### src/rtl/mdio_eng_pkg.sv
package mdio_eng_pkg;
    localparam int FRAME_LEN  = 64;
    localparam int TA_FIRST   = 46;
    localparam int TA_LAST    = 47;
    localparam int DATA_FIRST = 48;
    localparam int CNT_W      = $clog2(FRAME_LEN);
    localparam int START_BIT  = 20;
    localparam int RD_BIT     = 17;
    localparam int WR_BIT     = 16;

    typedef enum logic [1:0] {
        SEL_CMD  = 2'd0,
        SEL_DATA = 2'd1
    } reg_sel_e;

    typedef struct packed {
        logic                 busy;
        logic                 is_read;
        logic [CNT_W-1:0]     cnt;
        logic [FRAME_LEN-1:0] tx;
        logic [15:0]          rx;
        logic                 bad;
    } shf_state_t;

    typedef struct packed {
        logic [31:0] cmd;
        logic [31:0] data;
        logic        bad;
    } reg_state_t;
endpackage

### src/rtl/mdio_mdc_gen.sv
module mdio_mdc_gen #(
    parameter int HALF_DIV = 4
) (
    input  logic clk,
    input  logic rst_n,
    input  logic en_i,
    output logic mdc_o,
    output logic rise_o,
    output logic fall_o
);
    localparam int CW = (HALF_DIV > 1) ? $clog2(HALF_DIV) : 1;

    typedef struct packed {
        logic [CW-1:0] cnt;
        logic          mdc;
    } div_state_t;

    div_state_t div_d, div_q;

    always_comb begin
        div_d  = div_q;
        rise_o = 1'b0;
        fall_o = 1'b0;
        if (!en_i) begin
            div_d.cnt = '0;
            div_d.mdc = 1'b0;
        end else if (div_q.cnt == CW'(HALF_DIV - 1)) begin
            div_d.cnt = '0;
            div_d.mdc = ~div_q.mdc;
            rise_o    = ~div_q.mdc;
            fall_o    = div_q.mdc;
        end else begin
            div_d.cnt = div_q.cnt + 1'b1;
        end
    end

    always_ff @(posedge clk or negedge rst_n) begin
        if (!rst_n) div_q <= '0;
        else        div_q <= div_d;
    end

    assign mdc_o = div_q.mdc;

    // with the engine idle the clock is parked low
    assert_mdc_parked_R10: assert property (@(posedge clk) disable iff (!rst_n)
        !en_i |=> !mdc_o);
endmodule

### src/rtl/mdio_frame_shifter.sv
module mdio_frame_shifter
    import mdio_eng_pkg::*;
(
    input  logic        clk,
    input  logic        rst_n,
    input  logic        start_i,
    input  logic        rd_i,
    input  logic [4:0]  phy_i,
    input  logic [4:0]  reg_i,
    input  logic [15:0] wdata_i,
    input  logic        rise_i,
    input  logic        fall_i,
    input  logic        mdio_i,
    output logic        busy_o,
    output logic        fin_o,
    output logic [15:0] rdata_o,
    output logic        bad_o,
    output logic        mdio_o,
    output logic        mdio_oe
);
    shf_state_t sh_d, sh_q;
    logic last_bit;

    assign last_bit = (sh_q.cnt == CNT_W'(FRAME_LEN - 1));

    always_comb begin
        sh_d = sh_q;
        if (!sh_q.busy) begin
            if (start_i) begin
                sh_d.busy    = 1'b1;
                sh_d.is_read = rd_i;
                sh_d.cnt     = '0;
                sh_d.rx      = '0;
                sh_d.bad     = 1'b0;
                sh_d.tx      = {32'hFFFF_FFFF, 2'b01,
                                (rd_i ? 2'b10 : 2'b01),
                                phy_i, reg_i,
                                (rd_i ? 2'b11 : 2'b10),
                                (rd_i ? 16'hFFFF : wdata_i)};
            end
        end else begin
            if (rise_i && sh_q.is_read) begin
                if (sh_q.cnt == CNT_W'(TA_LAST))
                    sh_d.bad = mdio_i;
                if (sh_q.cnt >= CNT_W'(DATA_FIRST))
                    sh_d.rx = {sh_q.rx[14:0], mdio_i};
            end
            if (fall_i) begin
                if (last_bit) begin
                    sh_d.busy = 1'b0;
                end else begin
                    sh_d.cnt = sh_q.cnt + 1'b1;
                    sh_d.tx  = {sh_q.tx[FRAME_LEN-2:0], 1'b1};
                end
            end
        end
    end

    always_ff @(posedge clk or negedge rst_n) begin
        if (!rst_n) begin
            sh_q    <= '0;
            sh_q.tx <= '1;
        end else begin
            sh_q <= sh_d;
        end
    end

    assign busy_o  = sh_q.busy;
    assign fin_o   = sh_q.busy && fall_i && last_bit;
    assign rdata_o = sh_q.rx;
    assign bad_o   = sh_q.bad;
    assign mdio_o  = sh_q.tx[FRAME_LEN-1];
    assign mdio_oe = sh_q.busy && !(sh_q.is_read && sh_q.cnt >= CNT_W'(TA_FIRST));

    // a running frame only ends at the final falling MDC edge
    assert_busy_hold_R2: assert property (@(posedge clk) disable iff (!rst_n)
        (busy_o && !fin_o) |=> busy_o);

    // MDIO moves only on a falling MDC edge within a frame
    assert_mdio_on_fall_R8: assert property (@(posedge clk) disable iff (!rst_n)
        (busy_o && $past(busy_o) && !$past(fall_i)) |-> $stable(mdio_o));
endmodule

### src/rtl/mdio_cmd_engine.sv
module mdio_cmd_engine
    import mdio_eng_pkg::*;
#(
    parameter int HALF_DIV = 4
) (
    input  logic        clk,
    input  logic        rst_n,
    input  logic        wr_en,
    input  logic [1:0]  wr_sel,
    input  logic [31:0] wr_data,
    output logic [31:0] cmd_word,
    output logic [31:0] data_word,
    output logic [31:0] stat_word,
    output logic        mdc,
    output logic        mdio_o,
    output logic        mdio_oe,
    input  logic        mdio_i
);
    reg_state_t rg_d, rg_q;
    logic busy, fin, start, rise, fall, rx_bad;
    logic [15:0] rx_data;
    logic cmd_ok;

    assign cmd_ok = wr_data[START_BIT] && (wr_data[RD_BIT] ^ wr_data[WR_BIT]);
    assign start  = wr_en && !busy && (wr_sel == SEL_CMD) && cmd_ok;

    always_comb begin
        rg_d = rg_q;
        if (start)
            rg_d.cmd = wr_data;
        if (wr_en && !busy && wr_sel == SEL_DATA)
            rg_d.data = wr_data;
        if (fin && rg_q.cmd[RD_BIT]) begin
            rg_d.data[31:16] = rx_data;
            rg_d.bad         = rx_bad;
        end
    end

    always_ff @(posedge clk or negedge rst_n) begin
        if (!rst_n) rg_q <= '0;
        else        rg_q <= rg_d;
    end

    mdio_mdc_gen #(.HALF_DIV(HALF_DIV)) u_clkgen (
        .clk    (clk),
        .rst_n  (rst_n),
        .en_i   (busy),
        .mdc_o  (mdc),
        .rise_o (rise),
        .fall_o (fall)
    );

    mdio_frame_shifter u_shift (
        .clk     (clk),
        .rst_n   (rst_n),
        .start_i (start),
        .rd_i    (wr_data[RD_BIT]),
        .phy_i   (wr_data[12:8]),
        .reg_i   (wr_data[4:0]),
        .wdata_i (rg_q.data[15:0]),
        .rise_i  (rise),
        .fall_i  (fall),
        .mdio_i  (mdio_i),
        .busy_o  (busy),
        .fin_o   (fin),
        .rdata_o (rx_data),
        .bad_o   (rx_bad),
        .mdio_o  (mdio_o),
        .mdio_oe (mdio_oe)
    );

    assign cmd_word  = {rg_q.cmd[31:START_BIT+1], busy, rg_q.cmd[START_BIT-1:0]};
    assign data_word = rg_q.data;
    assign stat_word = {31'd0, rg_q.bad};

    // command fields are frozen while a frame runs
    assert_cmd_frozen_R7: assert property (@(posedge clk) disable iff (!rst_n)
        (busy && wr_en) |=> $stable(rg_q.cmd));

    // the write payload cannot change under a running frame
    assert_data_frozen_R7: assert property (@(posedge clk) disable iff (!rst_n)
        (busy && !fin) |=> $stable(rg_q.data));

    // a finished write frame leaves the status flag alone
    assert_status_on_write_R6: assert property (@(posedge clk) disable iff (!rst_n)
        (fin && !rg_q.cmd[RD_BIT]) |=> $stable(rg_q.bad));
endmodule

### config.mk
export PLATFORM = sky130hd
export DESIGN_NAME = mdio_cmd_engine
export DESIGN_NICKNAME = d
export VERILOG_FILES = /design/src/rtl/mdio_eng_pkg.sv /design/src/rtl/mdio_mdc_gen.sv /design/src/rtl/mdio_frame_shifter.sv /design/src/rtl/mdio_cmd_engine.sv
export SDC_FILE = /design/constraint.sdc
export NUM_CORES = 1
export LEC_CHECK = 0
export ABC_CLOCK_PERIOD_IN_PS = 2400
export BUFFER_PORTS_ARGS = -buffer_cell sky130_fd_sc_hd__buf_2
export CAP_MARGIN = 10
export CORE_MARGIN = 8
export CORE_UTILIZATION = 25
export DETAILED_ROUTE_END_ITERATION = 16
export PLACE_DENSITY = 0.55
export SLEW_MARGIN = 20
export SYNTH_ARGS = -nofsm -noshare
export SYNTH_HDL_FRONTEND = slang
export SYNTH_SLANG_ARGS = --single-unit
export TNS_END_PERCENT = 50
### constraint.sdc
create_clock -name clk -period 2.4 [get_ports clk]
set_clock_uncertainty 0.15 [all_clocks]
set_input_delay 0.48 -clock clk [delete_from_list [all_inputs] [get_ports clk]]
set_output_delay 0.48 -clock clk [all_outputs]
set_load 0.05 [all_outputs]
-- Yosys cells after proc, flatten, opt, wreduce, memory -nomap -nowiden
Cells that the tools add are included.
- logic and storage cells: 71
- output and inout bits: 99
- flip-flop bits (word level): 157
- equal/unequal tests: 10
- magnitude comparators: 2
- $add $sub $neg: 2
- bitwise gates (word level): 3
- mux-type cells: 22
- reduce and logical (&&, ||, !) cells: 20
- operator list (cell ; count):
    $mux W70 ; 2
    $mux W89 ; 1
    $mux W87 ; 1
    $mux W16 ; 3
    $mux W32 ; 1
    $mux W17 ; 1
    $eq A6 B6 Y1 const B ; 2
    $ge A6 B6 Y1 const B ; 2
    $logic_and A1 B1 Y1 ; 11
    $mux W1 ; 10
    $ne A2 B2 Y1 const B ; 5
    $reduce_and A3 Y1 ; 3
    $add A6 B1 Y6 const B ; 1
    $mux W2 ; 2
    $reduce_bool A2 Y1 ; 2
    $mux W3 ; 1
    $add A2 B1 Y2 const B ; 1
    $eq A2 B1 Y1 const B ; 1
    $eq A2 B2 Y1 const B ; 1
    $logic_not A1 Y1 ; 2
    $logic_not A2 Y1 ; 1
    $ne A2 B1 Y1 const B ; 1
    $not A1 Y1 ; 2
    $reduce_and A2 Y1 ; 1
    $xor A1 B1 Y1 ; 1

-- Longest topological paths before layout
- depth after elaboration: 7
- mapped depth: 7

-- Modules after synthesis
A second synthesis with hierarchy kept.
- cells, all modules: 610
- area, all modules: 7684.9 um2
- by module, submodules not included (module ; area each (um2) ; sequential area each (um2) ; times used ; cells each):
    mdio_frame_shifter ; 4558.1 ; 2307.2 ; 1 ; 382
    mdio_cmd_engine ; 2980.4 ; 1601.5 ; 1 ; 217
    mdio_mdc_gen ; 146.4 ; 75.1 ; 1 ; 11

-- Worst setup path before layout
Ideal clock, no wire load.
- path kind: reg-to-reg
- start: register u_clkgen.div_q, in the netlist u_clkgen.mdc_o
- end: register rg_q, in the netlist stat_word[0]
- data arrival time: 1.868 ns
- stages on the path, launching flop included: 5
- setup time: 0.125 ns
- period minus slack after synthesis: 2.143 ns
- slack: 0.257 ns
- cells stage by stage: dfrtp_1 > nand3_1 > nor4_4 > buf_6 > mux2_4
- longest elaborated chain between the ends: 5
- ends and longest elaborated chain (element ; RTL line ; source):
    start: declaration ; mdio_mdc_gen.sv:18 ; div_state_t div_d, div_q;
    start signal: assignment ; mdio_mdc_gen.sv:39 ; else div_q <= div_d;
    $mux W1 ; mdio_mdc_gen.sv:27 ; end else if (div_q.cnt == CW'(HALF_DIV - 1)) begin
    $mux W1 ; mdio_mdc_gen.sv:24 ; if (!en_i) begin
    $logic_and A1 B1 Y1 (2 in a row) ; mdio_frame_shifter.sv:69 ; assign fin_o = sh_q.busy && fall_i && last_bit;
    $logic_and A1 B1 Y1 ; mdio_cmd_engine.sv:33 ; if (fin && rg_q.cmd[RD_BIT]) begin
    end signal: assignment ; mdio_cmd_engine.sv:41 ; else rg_q <= rg_d;
    end: declaration ; mdio_cmd_engine.sv:19 ; reg_state_t rg_d, rg_q;
No other way between the ends.
A chain may end at the register's enable or synchronous reset.

-- Final worst setup path
- start: register u_shift.sh_q[82] (netlist bit)
- end: output mdio_oe
- longest elaborated chain between the ends: 4
- ends and longest elaborated chain (element ; RTL line ; source):
    start: declaration ; mdio_frame_shifter.sv:21 ; shf_state_t sh_d, sh_q;
    $ge A6 B6 Y1 ; mdio_frame_shifter.sv:73 ; assign mdio_oe = sh_q.busy && !(sh_q.is_read && sh_q.cnt >= CNT_W'(TA_FIRST));
    $logic_and A1 B1 Y1 ; mdio_frame_shifter.sv:73 ;
    $logic_not A1 Y1 ; mdio_frame_shifter.sv:73 ;
    $logic_and A1 B1 Y1 ; mdio_frame_shifter.sv:73 ;
    end: declaration ; mdio_cmd_engine.sv:16 ; output logic mdio_oe,
No other way between the ends.

==> impl_metrics.toml <==
[power]
p_leak_nw = 4.15
total_power_w = 0.0104
vdd_ir_drop_max_uv = 538
p_per_area_nw_per_um2 = 1240

[placement]
dpl.hpwl_um = 11900
port-buffer-count = 105
place_area_um2 = 7740
gp_congestion = 0.730

[setup_path]
crit_buf_inv = 1
r2r_setup_slack_ps = 280
cp.required_ps = 1770
rr_startpoint = "u_shift.sh_q[82]"
slowest_delay_ps = 430
startpoint_type = "flip-flop"
r2r_end = "u_shift.sh_q[31]"
crit_path_end_kind = "output pin"
crit_chain = "ha_1 > o211a_1 > o211ai_1 > and2_4 > buf_8"
cpMaxStageDelayCell = "dfrtp_2"
worst-path-stages = 5
reg2reg_depth = 7
crit_family = "flip-flops"
cp_max_fo = 4
cp.arrival_ps = 1730
critPathKind = "flip-flop to output pin"

[floorplan]
start_util_pct = 25.4
die_y_um = 181
dieArea_um2 = 32900
ios = 137
rows = 60
fp.dieW_um = 181
core-area_um2 = 26900

[grt]
gr-usage-all-layers_pct = 10.9
grt_pass1_vias = 5232
antenna_found_initial = 0
grt_start_max_net_pins = 46
grt_pass1_wl_um = 28900
overflow = 0

[drt]
wl_um = 17600
route.detailed.drc = 0
dr.pass1.iters = 6
vias_per_cell = 4.58
vias = 5017
postRouteAntennaNets = 0
drtIter0Drc = 246
routedWlPerCell_um = 16.1

[clock_network]
root_buffer = "clkbuf_16"
clockBufferDepth = 2
clk_pin_slew_ps = 70
cts_tree = "built"
cts_sinks = 156
clock_latency_ps = 430
htreeDepth = 4
cts_buffers = 17

[yosys]
ys_ff_latch = 156
yosysUniqueCellTypes = 47
ys_seq_area_share_pct = 58.3
synthArstFlopShare_pct = 100
syn_area_per_cell_um2 = 10.9
synth-edff-count = 0
ys_warn_count = 0
ys_dominant_reg_cell = "dfrtp_1"
synth_area_um2 = 6830
synthCells = 629

[sta]
min_period_ps = 2360
max_freq_mhz = 423
setup_viol = 0
hold_violations = 0
post-route-period-util_pct = 98.4
finalMaxSlewViolations = 0
setup_tns_ps = 0

[final_layout]
diodes = 0
regArea_um2 = 3990
multi_input_area_um2 = 2520
fin_nets = 782
drive_gt1_share_pct = 35.5
fillers = 2784
area_delta_synth_final_pct = 22.2
fin_area_um2 = 8350

[worst_hold_path]
worstHoldStart = "wr_data[5]"
min_path_type = "input port to flip-flop"
whs_path_depth = 3
min_to = "cmd_word[5]"

[outcome]
status = "complete, no violations"

[run]
max_cap_viol_count = 0
-- power breakdown --
| part | total, W | switching, W | leakage [nW] | internal, W |
|---|---|---|---|---|
| Clock | 0.00263 | 0.00111 | 0.285 | 0.00152 |
| Combinational | 0.00354 | 0.00225 | 2.04 | 0.00130 |
| Sequential | 0.00419 | 0.000474 | 1.83 | 0.00372 |
-- registers in the layout, indices dropped and copies added, names as in the netlist --
register / cells
cmd_word: 31
data_word: 32
stat_word: 1
u_clkgen.div_q: 2
u_clkgen.mdc_o: 1
u_shift.bad_o: 1
u_shift.busy_o: 1
u_shift.mdio_o: 1
u_shift.rdata_o: 16
u_shift.sh_q: 70
-- per-layer routing --
| layer | routed length (um) | vias to the layer above | track usage (%) |
|---|---|---|---|
| li1 | - | 2375 | - |
| met1 | 8130 | 2508 | 13.8 |
| met2 | 8340 | 113 | 17.2 |
| met3 | 814 | 21 | 3.11 |
| met4 | 300 | 0 | 4.07 |
| met5 | 0 | - | 0 |
-- tightest hold or removal path: cells and delay by family --
kind | cells | cell delay (ps)
buf+inv | 1 | 90
simple gates | 2 | 80
-- layout by cell type, fill, tap and decap left out, drive strengths merged, types with 3 or more instances in the layout --
cell type,n
a21o,17
a21oi,16
a22o,17
a2bb2oi,17
a31oi,12
and2,6
and3,3
buf,136
clkbuf,21
clkinv,4
conb,31
dfrtp,92
dfstp,64
ha,3
inv,7
mux2,18
nand2,143
nand3,12
nor2,20
nor3,10
o211ai,4
o21ai,30
o22a,32
o31ai,15
-- cell type report --
cell class / count / share of cell area [%]
clock inverter: 11 / 1.24
clock buffer: 21 / 5.63
tap: 341 / 5.11
multi-input combinational: 427 / 30.2
timing repair buffer: 137 / 10.0
sequential: 156 / 47.7
inverter: 2 / 0.0899
-- kinds of logic (layout without fill, tap and decap cells) --
logic type | Yosys count | in the layout | synth area share [%]
multiplexers | 19 | 19 | 3.17
AO/OA/AOI/OAI | 165 | 165 | 17.6
buffers and inverters | 76 | 171 | 6.63
other | 1 | 31 | 0.0549
flip-flops | 156 | 156 | 58.3
XOR/XNOR | 3 | 3 | 0.385
adder cells (fa/ha/maj) | 3 | 3 | 0.550
AND/OR/NAND/NOR | 206 | 206 | 13.2
-- per-stage QoR --
stage                     utilization, %  setup slack, ps  std cells  hold slack (ps)
after detailed placement            28.8              227       1060              281
after global placement              28.8              281       1060              281
after floorplan                        -              257        659             34.4
after global routing                31.1            -10.8       1095              103
final                               31.1             38.3       1095              109
after CTS                           31.0            0.726       1094             92.7
-- Yosys cell counts (15+ instances only) --
master	number	area share [%]
a21oi_1	16	1.2
a22o_1	17	2.2
a2bb2oi_1	17	2.2
buf_2	23	1.7
buf_4	33	3.6
clkbuf_1	15	0.82
dfrtp_1	92	34
dfstp_2	64	25
mux2_2	17	2.8
nand2_1	143	7.9
nor2_1	19	1.0
o21ai_0	30	2.2
o22a_1	32	4.1
o31ai_1	15	1.6
-- how the worst max path moves through the flow --
| stage | from | endpoint | slack (ps) |
|---|---|---|---|
| finish | u_shift.sh_q[82] | mdio_oe | 40 |
| detailed placement | wr_sel[1] | u_shift.sh_q[21] | 230 |
| floorplan | u_clkgen.mdc_o | stat_word[0] | 260 |
| global placement | wr_sel[1] | u_shift.sh_q[32] | 280 |
| CTS | u_shift.sh_q[82] | mdio_oe | 0.7 |
| global route | u_shift.sh_q[82] | mdio_oe | -10 |
-- what timing repair did --
action                                  CTS  global route
hold buffers                              1             0
endpoints found under the setup margin    1             1
setup buffers                             1             1
gates resized for setup                   3             2
endpoints found under the hold margin    36             0
Power figures use the tool's default switching activity.
